<file path="config.mk">
export PLATFORM = sky130hd
export DESIGN_NAME = rue_seq
export DESIGN_NICKNAME = d
export VERILOG_FILES = /design/src/rtl/rue_pkg.sv /design/src/rtl/rue_dpath.sv /design/src/rtl/rue_ctrl.sv /design/src/rtl/rue_seq.sv
export SDC_FILE = /design/constraint.sdc
export NUM_CORES = 1
export LEC_CHECK = 0
export CORE_UTILIZATION = 35
export DETAILED_ROUTE_END_ITERATION = 16
export PLACE_DENSITY = 0.74
export SYNTH_ARGS = -nofsm -noshare
export SYNTH_HDL_FRONTEND = slang
export SYNTH_SLANG_ARGS = --single-unit
</file>
<file path="constraint.sdc">
create_clock -name clk -period 1.6 [get_ports clk]
set_input_delay 0.16 -clock clk [delete_from_list [all_inputs] [get_ports clk]]
set_output_delay 0.16 -clock clk [all_outputs]
set_load 0.005 [all_outputs]
</file>
<file path="src/rtl/rue_pkg.sv">
package rue_pkg;
  typedef enum logic [2:0] {
    ST_IDLE, ST_WB, ST_REFILL, ST_RECHECK, ST_WAYRED, ST_CONVERT, ST_REPLAY, ST_TRAP
  } rue_state_e;

  typedef struct packed {
    logic capture;   // latch access info and mark ID
    logic cntInc;    // count a raw re-detection
    logic setStatus; // restrainable raw-error status pulse
    logic fsrLoad;   // record marked error in fault status
  } rue_strobe_t;
endpackage

</file>
<file path="src/rtl/rue_dpath.sv">
module rue_dpath
  import rue_pkg::*;
#(
  parameter int ID_W   = 8,
  parameter int THRESH = 2
) (
  input  logic            clk,
  input  logic            rstN,
  input  rue_strobe_t     stb,
  input  logic            accDwStore,
  input  logic [ID_W-1:0] errMarkId,
  input  logic [ID_W-1:0] chkMarkId,
  output logic            dwQ,
  output logic            cntHit,
  output logic [ID_W-1:0] markIdQ,
  output logic            statusQ,
  output logic            fsrMarked,
  output logic [ID_W-1:0] fsrMarkId
);
  localparam int CNT_W = $clog2(THRESH + 1);

  logic [CNT_W-1:0] retryCnt;

  assign cntHit = ({1'b0, retryCnt} + (CNT_W+1)'(1)) >= (CNT_W+1)'(THRESH);

  always_ff @(posedge clk) begin
    if (!rstN) begin
      dwQ       <= 1'b0;
      retryCnt  <= '0;
      markIdQ   <= '0;
      statusQ   <= 1'b0;
      fsrMarked <= 1'b0;
      fsrMarkId <= '0;
    end else begin
      statusQ <= stb.setStatus;
      if (stb.capture) begin
        dwQ      <= accDwStore;
        markIdQ  <= errMarkId;
        retryCnt <= '0;
      end else if (stb.cntInc) begin
        retryCnt <= retryCnt + CNT_W'(1);
      end
      if (stb.fsrLoad) begin
        fsrMarked <= 1'b1;
        fsrMarkId <= chkMarkId;
      end
    end
  end
endmodule

</file>
<file path="src/rtl/rue_ctrl.sv">
module rue_ctrl
  import rue_pkg::*;
(
  input  logic        clk,
  input  logic        rstN,
  input  logic        accValid,
  input  logic        accDwStore,
  input  logic        chkRaw,
  input  logic        chkMarked,
  input  logic        wbDone,
  input  logic        refillDone,
  input  logic        wayRedAck,
  input  logic        convDone,
  input  logic        dwQ,
  input  logic        cntHit,
  output rue_strobe_t stb,
  output logic        wbReq,
  output logic        refillReq,
  output logic        wayRedReq,
  output logic        convReq,
  output logic        accDone,
  output logic        trapValid,
  output logic        hold
);
  rue_state_e state, nextState;

  always_ff @(posedge clk) begin
    if (!rstN) state <= ST_IDLE;
    else       state <= nextState;
  end

  always_comb begin
    nextState = state;
    stb       = '0;
    accDone   = 1'b0;
    case (state)
      ST_IDLE: begin
        if (accValid && chkRaw) begin
          stb.capture = 1'b1;
          nextState   = ST_WB;
        end else if (accValid && chkMarked && !accDwStore) begin
          stb.fsrLoad = 1'b1;
          nextState   = ST_TRAP;
        end
      end
      ST_WB: if (wbDone) begin
        stb.setStatus = 1'b1;
        nextState     = ST_REFILL;
      end
      ST_REFILL: if (refillDone) nextState = ST_RECHECK;
      ST_RECHECK: begin
        if (chkRaw) begin
          stb.cntInc = 1'b1;
          nextState  = cntHit ? ST_WAYRED : ST_WB;
        end else begin
          nextState = ST_REPLAY;
        end
      end
      ST_WAYRED:  if (wayRedAck) nextState = ST_CONVERT;
      ST_CONVERT: if (convDone)  nextState = ST_REPLAY;
      ST_REPLAY: begin
        if (chkMarked && !dwQ) begin
          stb.fsrLoad = 1'b1;
          nextState   = ST_TRAP;
        end else begin
          accDone   = 1'b1;
          nextState = ST_IDLE;
        end
      end
      ST_TRAP: nextState = ST_IDLE;
      default: nextState = ST_IDLE;
    endcase
  end

  assign wbReq     = (state == ST_WB);
  assign refillReq = (state == ST_REFILL);
  assign wayRedReq = (state == ST_WAYRED);
  assign convReq   = (state == ST_CONVERT);
  assign trapValid = (state == ST_TRAP);
  assign hold      = (state != ST_IDLE);
endmodule

</file>
<file path="src/rtl/rue_seq.sv">
module rue_seq
  import rue_pkg::*;
#(
  parameter int ID_W   = 8,
  parameter int THRESH = 2
) (
  input  logic            clk,
  input  logic            rstN,
  input  logic            accValid,
  input  logic            accDwStore,
  input  logic            chkRaw,
  input  logic            chkMarked,
  input  logic [ID_W-1:0] chkMarkId,
  input  logic [ID_W-1:0] errMarkId,
  output logic            wbReq,
  output logic [ID_W-1:0] wbMarkId,
  input  logic            wbDone,
  output logic            refillReq,
  input  logic            refillDone,
  output logic            wayRedReq,
  input  logic            wayRedAck,
  output logic            convReq,
  output logic [ID_W-1:0] convMarkId,
  input  logic            convDone,
  output logic            rawErrSet,
  output logic            accDone,
  output logic            trapValid,
  output logic            fsrMarked,
  output logic [ID_W-1:0] fsrMarkId,
  output logic            hold
);
  rue_strobe_t     stb;
  logic            dwQ, cntHit;
  logic [ID_W-1:0] markIdQ;

  rue_ctrl u_ctrl (
    .clk(clk), .rstN(rstN), .accValid(accValid), .accDwStore(accDwStore),
    .chkRaw(chkRaw), .chkMarked(chkMarked), .wbDone(wbDone),
    .refillDone(refillDone), .wayRedAck(wayRedAck), .convDone(convDone),
    .dwQ(dwQ), .cntHit(cntHit), .stb(stb), .wbReq(wbReq),
    .refillReq(refillReq), .wayRedReq(wayRedReq), .convReq(convReq),
    .accDone(accDone), .trapValid(trapValid), .hold(hold)
  );

  rue_dpath #(.ID_W(ID_W), .THRESH(THRESH)) u_dpath (
    .clk(clk), .rstN(rstN), .stb(stb), .accDwStore(accDwStore),
    .errMarkId(errMarkId), .chkMarkId(chkMarkId), .dwQ(dwQ),
    .cntHit(cntHit), .markIdQ(markIdQ), .statusQ(rawErrSet),
    .fsrMarked(fsrMarked), .fsrMarkId(fsrMarkId)
  );

  assign wbMarkId   = markIdQ;
  assign convMarkId = markIdQ;
endmodule

</file>
# == Yosys cells after proc, flatten, opt, wreduce, memory -nomap -nowiden ==
# Cells that the tools add are included.
# word_totals
reg_bits,24
input_bits,26
out_inout_bits,33
elab_cells,55
# op_classes
addsub,2
magnitude_cmp,1
eq_ne,12
muxes,21
n_bitwise,1
n_reduce_logical,11
# ops
operator,count
3-bit 2-to-1 mux,9
3-bit case mux with 8 select lines,1
3-bit equality test (second input constant),4
1-bit 2-to-1 mux,10
2-bit by 1-bit != test with 1-bit output (second input constant),4
3-bit by 2-bit equality test with 1-bit output (second input constant),2
5-bit AND reduction,1
1-bit logical AND,4
2-bit by 1-bit adder with 3-bit output (second input constant),1
3-bit by 1-bit equality test with 1-bit output (second input constant),1
3-bit by 2-bit greater-or-equal comparator with 1-bit output (second input constant),1
3-bit zero test,1
3-bit by 1-bit != test with 1-bit output (second input constant),1
3-bit nonzero test,1
2-bit by 1-bit adder with 2-bit output (second input constant),1
1-bit zero test,2
1-bit case mux with 2 select lines,1
2-bit AND reduction,1
2-bit OR reduction,1
1-bit inverter,1

# == Depth between registers and ports, before layout ==
# logic_depth
depth_word,5
mapped_depth,6
mapped_depth_nobuf,5

# == Cells and area by module ==
# A second synthesis with hierarchy kept.
# hier_totals
cells_unflattened,128
area_unflattened_um2,1218.7
# modules_own_cells
mod,n_inst,cells_per_inst,area_each_um2,seq_area_each_um2
rue_dpath,1,70,805.8,420.4
rue_ctrl,1,50,352.8,60.1
rue_seq,1,8,60.1,0.0

# == Worst setup path after synthesis ==
# No wires, ideal clock.
# synth_timing
path_kind,reg-to-reg
from,register u_ctrl.state[0]
to,register u_dpath.fsrMarkId[0]
setup_time_ns,0.121
arrival_ns,1.424
required_ns,1.479
path_slack_ns,0.054
path_stages_with_launch,6
n_path_buf,2
period_less_slack_ns,1.546
cell_sequence,dfxtp_1 -> or3_1 -> buf_6 -> o32ai_4 -> buf_6 -> o21ai_0
# synth_between
elab_chain_len,2
elab_cells_between_ends,3
classes_between,eq/ne (1); mux (1); reduce/logical (1)
# synth_rtl
element,line,source
from (decl),rue_ctrl.sv:25,"rue_state_e state, nextState;"
from (signal assigned),rue_ctrl.sv:29,else state <= nextState;
3-bit equality test / 3-bit zero test (equally long branches),rue_ctrl.sv:36,case (state)
1-bit case mux with 2 select lines *,rue_ctrl.sv:36,
to (signal assigned),rue_dpath.sv:45,fsrMarkId <= chkMarkId;
to (decl),rue_dpath.sv:18,output logic [ID_W-1:0] fsrMarkId
# Mark *: on every way between the ends. The rest lies on a longest branch, timed or not.
# A chain may end at the register's enable or synchronous reset.

# == Worst setup path after layout ==
# layout_timing
from,register u_ctrl.state[0]
to,register u_dpath.fsrMarkId[6]
# The elaborated chain is that of the path after synthesis.

==> impl_metrics.tcl <==
set metrics [dict create \
    die_h_um 59.79 \
    slew_headroom_pct 71.40 \
    ys_ff_latch 24 \
    dr.pass1.iters 4 \
    grt_pass1_vias 1172 \
    fp-row-count 20 \
    hold_buffers 0 \
    ir_drop_v 0.0006106 \
    preCtsSetupSlack_ns 0.03885 \
    tns_ns -0.05060 \
    register_area_um2 484.2 \
    syn_nets 160 \
    numClockSinks 24 \
    hold_violations 0 \
    vias_per_cell 4.850 \
    rsz0062_at_grt "true" \
    top_usage_layer "met2" \
    cts_root_buf "clkbuf_4" \
    gr-usage-met1_pct 22.38 \
    p_leak_nw 0.8391 \
    drc 0 \
    grtUsageMet3_pct 4.978 \
    final_common_cell "clkdlybuf4s50_1" \
    critPathLaunch "u_ctrl.state[0]$_SDFFE_PN0P_" \
    grt_start_max_net_pins 15 \
    h-tree-depth 1 \
    die_w_um 59.79 \
    multi_input_area_um2 649.4 \
    syn_inst 133 \
    whs_ns 0.3954 \
    cts_tree "done" \
    grt_pass1_wl_um 5375 \
    synth.cell_area_um2 1169 \
    synth_edf_count 0 \
    cp-end-kind "flop" \
    crit_required_ns 1.85 \
    maxCapViolCount 0 \
    nFillCells 275 \
    p_total_mw 2.504 \
    period_share_pct 102.6 \
    slew_violations 0 \
    period_minus_slack_ns 1.642 \
    path_clk_slew_ns 0.14 \
    wl_per_cell_um 14.06 \
    io_buffers 58 \
    drt-initial-drc-count 22 \
    clk-insertion-delay-late_ns 0.31 \
    status "complete, but fails checks" \
    yosysSeqAreaShare_pct 41.11 \
    violations "negative setup slack" \
    r2r-start "u_ctrl.state[0]$_SDFFE_PN0P_" \
    overflow 0 \
    setup_viol 2 \
    hold_path.startpoint "chkMarkId[5]" \
    layout_common_cells "clkdlybuf4s50_1, dfxtp_1, buf_4" \
    dieArea_um2 3574 \
    cp.arrival_ns 1.89 \
    grt_usage_pct 20.26 \
    synth-main-ff-cell "dfxtp_1" \
    cts_made_buffers 3 \
    fmax_mhz 609.2 \
    initial_utilization_pct 37.66 \
    wl_um 3472 \
    ant_nets 0 \
    skew_ns 0.005846 \
    p_per_area_nw_per_um2 1170 \
    final.setup.worst_slack_ns -0.04159 \
    synth_warnings 0 \
    grtUsageMet2_pct 36.83 \
    critical_path_class "flop to flop" \
    diodes 0 \
    gp_congestion 0.8671 \
    cp_max_fo 5 \
    syn_area_per_cell_um2 8.787 \
    io_pins 59 \
    hold_class "input port to flop" \
    crit_path_start_kind "flop" \
    placedCellCount 231 \
    antenna_found_initial 0 \
    fin_nets 231 \
    ys_async_sr_fraction_pct 0 \
    finalNonFillerCells 247 \
    vias 1198 \
    dp_hpwl_um 2256 \
    syn_to_final_growth_pct 83.19 \
    synth_cell_types 32 \
    drive_above_1_share_pct 24.63 \
    clk_path_buf_depth 2 \
    worst_pin_slew_ns 0.4245 \
    core-area_um2 3103 \
]
-- power by group --
group          switching, mW  internal (mW)  total, mW  leakage (nW)
Sequential            0.0585          0.688      0.746         0.196
Clock                  0.189          0.253      0.442        0.0279
Combinational          0.533          0.783       1.32         0.615
Total                  0.780           1.72       2.50         0.839
-- Yosys cell counts (2+ instances only) --
library cell	instances	share of area [%]
buf_6	2	1.9
nand3_1	10	4.3
dfxtp_1	24	41
nor2_1	14	4.5
and2_1	3	1.6
nor3_1	2	0.86
nor2b_1	4	2.1
nand2_1	11	3.5
o41ai_1	2	1.5
mux2i_1	11	9.4
a21oi_1	3	1.3
and3_1	2	1.1
inv_1	4	1.3
buf_4	8	5.1
clkbuf_1	5	1.6
nand3b_1	4	2.6
o21ai_0	9	3.9
-- cell families (layout without fill, tap and decap cells) --
family	count (synthesis)	in the layout	share of synthesized area (%)
xor gates and xnor gates	1	1	0.7496
AOI/OAI and AO/OA	19	19	11.88
adders and majority gates	1	1	1.070
and+or+nand+nor	57	57	25.38
muxes	11	11	9.422
DFF	24	24	41.11
buffers and inverters	20	90	10.38
-- flip-flops by register name, indices dropped and copies added (netlist names) --
signal / cells
u_dpath.markIdQ: 8
u_dpath.retryCnt: 2
u_dpath.fsrMarkId: 8
u_dpath.dwQ: 1
u_dpath.statusQ: 1
u_dpath.fsrMarked: 1
u_ctrl.state: 3
-- per-layer routing --
metal	vias up	share of wire [%]	wire, um
met3	6	6.7	233
li1	588	-	-
met4	0	1.6	57
met5	-	0	0
met2	52	54	1888
met1	552	37	1293
-- final timing paths --
kind	to	slack, ns	depth (start not counted)
hold / removal	u_dpath.fsrMarkId[5]$_SDFFE_PN0P_	0.40	3
setup reg to reg	u_dpath.fsrMarkId[6]$_SDFFE_PN0P_	-0.04	6
hold reg to reg	u_dpath.fsrMarkId[5]$_SDFFE_PN0P_	0.47	2
setup / recovery	u_dpath.fsrMarkId[6]$_SDFFE_PN0P_	-0.04	6
-- through the flow --
stage                     cell area [um2]  util, %
after global placement               1813    58.43
after detailed placement             1813    58.43
after floorplan                      1169        -
final                                2141    68.99
after CTS                            2078    66.98
after global routing                 2141    68.99
-- layout make-up --
class / instances / area share (%)
sequential: 24 / 22.62
tap: 44 / 2.572
timing repair buffer: 82 / 41.32
inverter: 4 / 0.7013
multi-input combinational: 89 / 30.33
clock buffer: 3 / 1.052
clock inverter: 1 / 1.403
-- worst max-delay path, stage by stage, from the launching register on --
cell and delay (ns):
dfxtp_2 0.36, or3_4 0.42, o32ai_4 0.36, buf_12 0.16, buf_12 0.11, nand3_1 0.08, o21ai_1 0.09
-- what timing repair did --
| action | 4_1_cts | 5_1_grt |
|---|---|---|
| setup endpoints to repair | 8 | 24 |
| resized for setup | 29 | 16 |
| setup buffers | 9 | 3 |
| pin swaps | 5 | 7 |
| gates cloned | 2 | 1 |
No activity file was read; power rests on OpenSTA's default activity.
